## src/rtl/avm_pkg.sv

```systemverilog
package avm_pkg;
  localparam int unsigned WORLD_W = 2;
  localparam int unsigned BE_W    = 4;
  localparam int unsigned FIELD_W = 20;

  typedef enum logic [1:0] {
    RIDX_LOCK = 2'd0,
    RIDX_CTRL = 2'd1,
    RIDX_STA  = 2'd2,
    RIDX_STB  = 2'd3
  } reg_idx_e;

  typedef struct packed {
    logic               wr;
    logic               ls;
    logic [WORLD_W-1:0] world;
    logic [BE_W-1:0]    be;
    logic [FIELD_W-1:0] field;
  } fault_rec_t;
endpackage

```

## src/rtl/avm_addr_pack.sv

```systemverilog
module avm_addr_pack #(
  parameter int unsigned AW          = 32,
  parameter int unsigned SHIFT       = 2,
  parameter logic [AW-1:0] REGION_BASE = 32'h4000_0000
) (
  input  logic [AW-1:0]                addr_i,
  output logic [avm_pkg::FIELD_W-1:0] field_o
);
  localparam int unsigned FW = avm_pkg::FIELD_W;

  logic [AW-1:0] rel, idx;

  // index + 1 keeps zero free as the "nothing captured" code
  always_comb begin
    rel     = addr_i - REGION_BASE;
    idx     = rel >> SHIFT;
    field_o = idx[FW-1:0] + FW'(1);
  end
endmodule

```

## src/rtl/avm_cfg.sv

```systemverilog
module avm_cfg
  import avm_pkg::*;
(
  input  logic        clk_i,
  input  logic        rst_ni,
  input  logic        we_i,
  input  reg_idx_e    idx_i,
  input  logic [31:0] wdata_i,
  output logic        lock_o,
  output logic        en_o,
  output logic        clr_o
);
  always_ff @(posedge clk_i or negedge rst_ni) begin
    if (!rst_ni) begin
      lock_o <= 1'b0;
      en_o   <= 1'b0;
      clr_o  <= 1'b0;
    end else if (we_i) begin
      if (idx_i == RIDX_LOCK && wdata_i[0]) lock_o <= 1'b1;
      if (idx_i == RIDX_CTRL) begin
        if (!lock_o) en_o <= wdata_i[0];
        clr_o <= wdata_i[1];
      end
    end
  end
endmodule

```

## src/rtl/avm_capture.sv

```systemverilog
module avm_capture
  import avm_pkg::*;
(
  input  logic       clk_i,
  input  logic       rst_ni,
  input  logic       deny_i,
  input  logic       en_i,
  input  logic       clr_i,
  input  fault_rec_t rec_i,
  output logic       pend_o,
  output fault_rec_t rec_o
);
  always_ff @(posedge clk_i or negedge rst_ni) begin
    if (!rst_ni) begin
      pend_o <= 1'b0;
      rec_o  <= '0;
    end else if (clr_i) begin
      pend_o <= 1'b0;
      rec_o  <= '0;
    end else if (deny_i && en_i && !pend_o) begin
      pend_o <= 1'b1;
      rec_o  <= rec_i;
    end
  end
endmodule

```

## src/rtl/acc_viol_mon.sv

```systemverilog
module acc_viol_mon
  import avm_pkg::*;
#(
  parameter int unsigned   AW          = 32,
  parameter int unsigned   SHIFT       = 2,
  parameter logic [AW-1:0] REGION_BASE = 32'h4000_0000
) (
  input  logic               clk_i,
  input  logic               rst_ni,
  input  logic               deny_i,
  input  logic [AW-1:0]      acc_addr_i,
  input  logic               acc_wr_i,
  input  logic               acc_ls_i,
  input  logic [WORLD_W-1:0] acc_world_i,
  input  logic [BE_W-1:0]    acc_be_i,
  input  logic               reg_we_i,
  input  logic [1:0]         reg_idx_i,
  input  logic [31:0]        reg_wdata_i,
  output logic [31:0]        reg_rdata_o,
  output logic               irq_o
);
  localparam int unsigned STA_W = 2 + WORLD_W + BE_W + FIELD_W;

  logic       lock_w, en_w, clr_w, pend_w;
  fault_rec_t rec_in, rec_w;
  logic [FIELD_W-1:0] field_w;
  reg_idx_e   idx_w;

  assign idx_w = reg_idx_e'(reg_idx_i);

  avm_addr_pack #(.AW(AW), .SHIFT(SHIFT), .REGION_BASE(REGION_BASE)) u_pack (
    .addr_i (acc_addr_i),
    .field_o(field_w)
  );

  always_comb begin
    rec_in.wr    = acc_wr_i;
    rec_in.ls    = acc_ls_i;
    rec_in.world = acc_world_i;
    rec_in.be    = acc_be_i;
    rec_in.field = field_w;
  end

  avm_cfg u_cfg (
    .clk_i  (clk_i),
    .rst_ni (rst_ni),
    .we_i   (reg_we_i),
    .idx_i  (idx_w),
    .wdata_i(reg_wdata_i),
    .lock_o (lock_w),
    .en_o   (en_w),
    .clr_o  (clr_w)
  );

  avm_capture u_cap (
    .clk_i (clk_i),
    .rst_ni(rst_ni),
    .deny_i(deny_i),
    .en_i  (en_w),
    .clr_i (clr_w),
    .rec_i (rec_in),
    .pend_o(pend_w),
    .rec_o (rec_w)
  );

  assign irq_o = pend_w;

  always_comb begin
    unique case (idx_w)
      RIDX_LOCK: reg_rdata_o = {31'd0, lock_w};
      RIDX_CTRL: reg_rdata_o = {30'd0, clr_w, en_w};
      RIDX_STA:  reg_rdata_o = 32'({rec_w.field, rec_w.be, rec_w.world, rec_w.ls, pend_w});
      default:   reg_rdata_o = {31'd0, rec_w.wr};
    endcase
  end

  initial begin
    if (STA_W > 32) $error("status A does not fit in 32 bits");
  end
endmodule

```

## config.mk

```make
export PLATFORM = sky130hd
export DESIGN_NAME = acc_viol_mon
export DESIGN_NICKNAME = d
export VERILOG_FILES = /design/src/rtl/avm_pkg.sv /design/src/rtl/avm_addr_pack.sv /design/src/rtl/avm_cfg.sv /design/src/rtl/avm_capture.sv /design/src/rtl/acc_viol_mon.sv
export SDC_FILE = /design/constraint.sdc
export NUM_CORES = 1
export LEC_CHECK = 0
export BUFFER_PORTS_ARGS = -buffer_cell sky130_fd_sc_hd__buf_2
export CAP_MARGIN = 30
export CORE_MARGIN = 3
export CORE_UTILIZATION = 45
export CTS_CLUSTER_SIZE = 28
export DETAILED_ROUTE_END_ITERATION = 6
export PLACE_DENSITY = 0.82
export SYNTH_ARGS = -nofsm -noshare
export SYNTH_HDL_FRONTEND = slang
export SYNTH_SLANG_ARGS = --single-unit
```

## constraint.sdc

```tcl
create_clock -name clk_i -period 2.59 [get_ports clk_i]
set_input_delay 0.1295 -clock clk_i [delete_from_list [all_inputs] [get_ports clk_i]]
set_output_delay 0.1295 -clock clk_i [all_outputs]
set_load 0.02 [all_outputs]
```

==> out/metrics.csv, run 1 <==
stage;metric;value;unit
status;run status;complete, no violations;
die;Initial Util;0.482;
placed_design;gpl congestion;0.832;
drt;antenna viol nets, final;0;
drt;Routed WL;4.46;mm
setup_path;crit-path leading delay family;simple AND/OR/NAND/NOR gates;
clocking;CTS buffer count;5;
setup_path;kind of end point of the critical path;register;
grt;GRT Total Usage;0.187;
drt;vias per cell;5.35;
power_and_ir_drop;P_leak;1.15;nW
timing;Tmin final;1560;ps
job;# Max-Cap Violations;0;
placed_design;Final HPWL DP;3.29;mm
power_and_ir_drop;P per Cell Area;596;nW/um2
grt;antenna violations before repair;0;
setup_path;CP required;2810;ps
die;Rows;22;
clocking;root buffer cell;clkbuf_8;
setup_path;Startpoint Class;register;
timing;setup violators final;0;
clocking;Max H-tree Level;2;
clocking;setup bufs post-CTS;0;
setup_path;WP buf/inv;1;
final_layout;Final nets;345;
grt;GR Layer Usage met3;0.0406;
clocking;clk slew on worst S/H paths;60;ps
timing;final period utilization;0.604;
grt;Most Used Layer, Global Route;met2;
drt;average routed wire per standard cell;14.2;um
clocking;Hold Buf Count CTS;1;
final_layout;Area Growth Syn to Fin;26.0;%
synth;synthesized area;1830;um2
timing;RSZ-0062 raised after global routing;no;
drt;drt drc;0;
clocking;Worst-Skew Late Latency;290;ps
final_layout;ant diodes;0;
grt;vias in the first global route;1574;
die;die area;4870;um2
setup_path;Cell Chain, Critical Path;nor4bb_4 -> buf_4 -> a22o_1;
setup_path;CP peak stage delay;620;ps
clocking;CTS tree;done;
timing;setup TNS;0;ps
die;area of the core;3800;um2
grt;grt ovf;0;
synth;Synth Instances;200;
setup_path;Critical Path AT;1780;ps
timing;max_slew headroom;0.530;
power_and_ir_drop;maximum vdd drop;0.339;mV
synth;Syn. warnings;0;
grt;GR Util met2;0.299;
die;Die W;69.8;um
grt;wire length of the first global-routing pass;7.23;mm
timing;Fmax achieved;640;MHz
setup_path;crit-path max FO;11;
timing;Tightest Pin Transition;704;ps
timing;clk_skew;5.79;ps
power_and_ir_drop;Tot Pwr;1.38;mW
drt;number of DRC markers in iteration 0;107;
timing;Final Hold Viols;0;
die;I/O pin cnt;111;
synth;Yosys cell types;35;
grt;met1 usage;0.237;
synth;post-synthesis sequential area ratio;0.437;
clocking;clock sink total;32;
clocking;Resized cells post-CTS;0;
setup_path;Slowest cell on crit path;nor4bb_4;
die;die height;69.8;um
setup_path;critical path class;register to register;
synth;synthesis-stage register bit count;32;
drt;Pre-antenna DRT Iters;4;
min_path;worst min path class;primary input to register;
placed_design;PortBufs;64;
grt;largest net degree at the start of global routing;33;
timing;Slew Limit Fails;0;
clocking;Max clock buf depth;2;
drt;total number of vias;1684;
final_layout;ratio of cells with drive above 1 in the final layout;0.307;
synth;Syn Area/Cell;9.15;um2
synth_stat cells (all sizes together):
cell,number,area (um2)
nor2,8,30.0
inv,5,18.8
mux4,1,22.5
buf,7,43.8
dfrtp,32,801
a31o,1,8.76
nand3b,1,7.51
or4,1,7.51
nor4,5,31.3
mux2i,3,30.0
or3,1,6.26
xnor2,9,78.8
a22o,9,78.8
nor3,6,30.0
a31oi,1,6.26
conb,1,3.75
and2,29,181
nor2b,2,12.5
o211ai,1,7.51
a21oi,1,5.00
a32oi,4,35.0
nand2,32,120
nand4bb,1,11.3
nand4,6,52.6
ha,1,12.5
clkbuf,6,22.5
xor2,3,26.3
mux2,3,33.8
nand3,5,25.0
nor4bb,1,10.0
o21ai,14,70.1
flip-flops by register name, indices dropped and copies added, names as in the netlist:
register      cells
u_cap.pend_o      1
u_cfg.en_o        1
u_cap.rec_o      28
u_cfg.lock_o      1
u_cfg.clr_o       1
placed cells by master, fill, tap and decap left out, types with 2 or more instances in the layout:
cell | netlist | routed
buf_2 | 2 | 64
nand2_1 | 32 | 32
dfrtp_1 | 32 | 32
and2_1 | 29 | 29
o21ai_0 | 13 | 13
a22o_1 | 9 | 9
xnor2_1 | 9 | 9
nor2_1 | 8 | 8
nor3_1 | 6 | 6
clkbuf_8 | 0 | 6
inv_1 | 5 | 5
nand4_1 | 5 | 5
nand3_1 | 5 | 5
nor4_1 | 5 | 5
a32oi_1 | 4 | 4
conb_1 | 1 | 4
buf_4 | 4 | 4
mux2i_1 | 3 | 3
mux2_2 | 3 | 3
xor2_1 | 3 | 3
nor2b_1 | 2 | 2
clkbuf_1 | 6 | 2
layout make-up:
cell class	instances	area, um2
fillers	351	1490
multi-input cells	153	977
flip-flops and latches	32	801
repair buffers	69	360
clock buffers	8	90.1
well taps	48	60.1
inverters	5	18.8
cell families (layout without fill, tap and decap cells):
family,count (synthesis),in the layout,synth area share
AND/OR/NAND/NOR,98,98,0.287
multiplexers,7,7,0.0472
XOR/XNOR,12,12,0.0574
buffers and inverters,18,82,0.0465
adder cells (fa/ha/maj),1,1,0.00683
flip-flops,32,32,0.437
AO/OA/AOI/OAI,31,31,0.116
other,1,4,0.00205
metal layers:
metal / share of wire / vias up
met5: 0 / -
met4: 0.027 / 0
met3: 0.057 / 12
met2: 0.47 / 66
met1: 0.44 / 792
li1: - / 814
power by group:
group | switching, mW | leakage [nW] | internal (mW)
Sequential | 0.0572 | 0.427 | 0.579
Clock | 0.177 | 0.0455 | 0.216
Combinational | 0.206 | 0.673 | 0.141
worst register-to-register path, delay by kind of cell (launching register included):
kind            cells  cell delay [ps]
compound gates      1              150
flops               1              450
buf+inv             1              280
simple gates        1              620
through the flow:
| step | cell area (um2) | utilization | setup slack [ps] | hold WS [ps] | cells |
|---|---|---|---|---|---|
| floorplan | 1840 | - | 1040 | -166 | 203 |
| global placement | 2210 | 0.581 | 882 | 225 | 306 |
| detailed placement | 2210 | 0.581 | 867 | 209 | 306 |
| CTS | 2310 | 0.607 | 1030 | 53.4 | 315 |
| global route | 2310 | 0.607 | 902 | 60.3 | 315 |
| finish | 2310 | 0.607 | 1030 | 59.4 | 315 |
path summary, 6_finish.rpt:
kind	cells past startpoint	slack, ps	to	start
worst max register to register	3	1030	u_cap.rec_o[22]	u_cap.pend_o
min in group asynchronous	2	420	u_cap.rec_o[27]	rst_ni
max in group asynchronous	2	1710	u_cap.rec_o[23]	rst_ni
worst min-delay path	2	60	u_cap.rec_o[23]	acc_be_i[3]
worst max-delay path	3	1030	u_cap.rec_o[22]	u_cap.pend_o
worst min register to register	2	480	u_cap.rec_o[10]	u_cap.rec_o[10]
No activity file was read; power rests on OpenSTA's default activity.
==> inputs of run 2 (changes only) <==
CORE_UTILIZATION = 43   (was 45)
PLACE_DENSITY = 0.79   (was 0.82)
clock period = 1.5 ns   (was 2.59 ns; I/O delays follow)
==> run 2 against run 1 <==
Against the previous run: sequential share of layout area shrank 1.7 points; count of clock-buffer cells in the layout shrank 2; cell count grew 4.8%; highest routed layer unchanged.
==> out/metrics.csv, run 2 (synthesis gave the netlist of run 1 again) <==
stage;metric;value;unit;change
grt;largest net degree at the start of global routing;21;;was 33
timing;RSZ-0062 raised after global routing;no;;unchanged
power_and_ir_drop;maximum vdd drop;0.379;mV;was 0.339 mV
timing;Slew Limit Fails;0;;unchanged
setup_path;kind of end point of the critical path;primary output;;was register
timing;setup TNS;0;ps;unchanged
clocking;root buffer cell;clkbuf_8;;unchanged
grt;GRT Total Usage;0.189;;was 0.187
die;I/O pin cnt;111;;unchanged
die;area of the core;4060;um2;was 3800 um2
die;Initial Util;0.451;;was 0.482
power_and_ir_drop;P_leak;1.22;nW;was 1.15 nW
clocking;Worst-Skew Late Latency;280;ps;was 290 ps
final_layout;fin area;2430;um2;was 2310 um2
final_layout;Final Non-Filler Cells;330;;was 315
die;Die W;71.2;um;was 69.8 um
final_layout;ratio of cells with drive above 1 in the final layout;0.357;;was 0.307
grt;wire length of the first global-routing pass;7.59;mm;was 7.23 mm
setup_path;CP required;1420;ps;was 2810 ps
placed_design;PortBufs;64;;unchanged
setup_path;Critical Path AT;1370;ps;was 1780 ps
timing;clk_skew;3.73;ps;was 5.79 ps
grt;vias in the first global route;1651;;was 1574
clocking;Max H-tree Level;2;;unchanged
power_and_ir_drop;P per Cell Area;1010;nW/um2;was 596 nW/um2
drt;total number of vias;1709;;was 1684
setup_path;Startpoint Class;register;;unchanged
grt;grt ovf;0;;unchanged
drt;vias per cell;5.18;;was 5.35
placed_design;Area after DPL;2300;um2;was 2210 um2
final_layout;Area Growth Syn to Fin;33.0;%;was 26.0%
drt;drt drc;0;;unchanged
grt;antenna violations before repair;0;;unchanged
final_layout;Most flops, register;u_cap.rec_o;;unchanged
clocking;clk slew on worst S/H paths;70;ps;was 60 ps
status;run status;complete, no violations;;unchanged
placed_design;dpl cells;320;;was 306
power_and_ir_drop;Tot Pwr;2.47;mW;was 1.38 mW
clocking;Max clock buf depth;2;;unchanged
job;# Max-Cap Violations;0;;unchanged
final_layout;most frequent cells in the layout;63 x buf_2, 32 x nand2_1, 30 x dfrtp_1, 29 x and2_1, 17 x buf_4;;was 64 x buf_2, 32 x nand2_1, 32 x dfrtp_1, 29 x and2_1, 13 x o21ai_0
drt;Routed WL;4.67;mm;was 4.46 mm
timing;Tmin final;1450;ps;
drt;antenna viol nets, final;0;;unchanged
timing;setup violators final;0;;unchanged
setup_path;crit-path max FO;6;;was 11
die;die height;71.2;um;was 69.8 um
placed_design;gpl congestion;0.844;;was 0.832
final_layout;max FFs per register;28;;unchanged
timing;final period utilization;0.965;;
clocking;clock sink total;32;;unchanged
clocking;CTS buffer count;5;;unchanged
setup_path;Worst R2R Path Depth;4;;was 3
final_layout;Final nets;358;;was 345
timing;PnR worst setup slack;52.8;ps;was 1030 ps
clocking;CTS tree;done;;unchanged
final_layout;commonest non-fill, non-tap cell in the layout;buf_2;;unchanged
timing;Fmax achieved;691;MHz;
setup_path;critical path class;register to primary output;;was register to register
drt;number of DRC markers in iteration 0;107;;unchanged
timing;Final Hold Viols;0;;unchanged
min_path;hold depth;2;;unchanged
die;Rows;23;;was 22
drt;average routed wire per standard cell;14.1;um;was 14.2 um
placed_design;Final HPWL DP;3.53;mm;was 3.29 mm
die;die area;5080;um2;was 4870 um2
min_path;worst min path class;primary input to register;;unchanged
drt;Pre-antenna DRT Iters;4;;unchanged
placed_design;dpl ws;77.0;ps;was 867 ps
final_layout;ant diodes;0;;unchanged
-- run 2: final timing paths --
check	startpoint	endpoint	slack (ps)
hold / removal	acc_wr_i	u_cap.rec_o[27]	20
max in group asynchronous	rst_ni	u_cap.rec_o[7]	760
hold reg to reg	u_cap.rec_o[10]	u_cap.rec_o[10]	470
setup reg to reg	u_cfg.clr_o	u_cap.rec_o[16]	90
setup / recovery	u_cap.pend_o	reg_rdata_o[0]	50
min in group asynchronous	rst_ni	u_cap.rec_o[8]	260
-- run 2: power by group --
part	switching, mW	internal [mW]	total [mW]
registers	0.0964	1.00	1.10
logic	0.382	0.310	0.692
clock network	0.313	0.366	0.679
total	0.791	1.68	2.47
-- run 2: timing repair --
action,in CTS,in global routing
endpoints found under the setup margin,1,7
gates resized for setup,2,2
hold endpoints to repair,15,0
hold buffers,1,0
cloned,0,0
buffers inserted,1,1
-- run 2: cell type report --
| class | count | area, um2 |
|---|---|---|
| sequential | 32 | 803 |
| timing repair buffer | 82 | 464 |
| clock buffer | 6 | 82.6 |
| fill | 364 | 1620 |
| multi-input combinational | 153 | 993 |
| inverter | 5 | 18.8 |
| clock inverter | 2 | 10.0 |
| tap | 50 | 62.6 |
-- run 2: critical path, cell delays in order, from the launching register on --
cell     delay (ps)
dfrtp_2         460
mux4_2          490
buf_6           150
-- run 2: through the flow --
stage	hold slack, ps	util
finish	19.5	0.600
global route	16.7	0.600
CTS	11.3	0.594
detailed placement	24.1	0.567
global placement	16.6	0.567
floorplan	-221	-
-- run 2: metal layers --
layer	GRT usage	up-vias	part of all wire
met3	0.0519	11	0.057
met1	0.241	800	0.43
met4	0.0605	0	0.019
met5	0	-	0
met2	0.311	58	0.50
li1	-	840	-
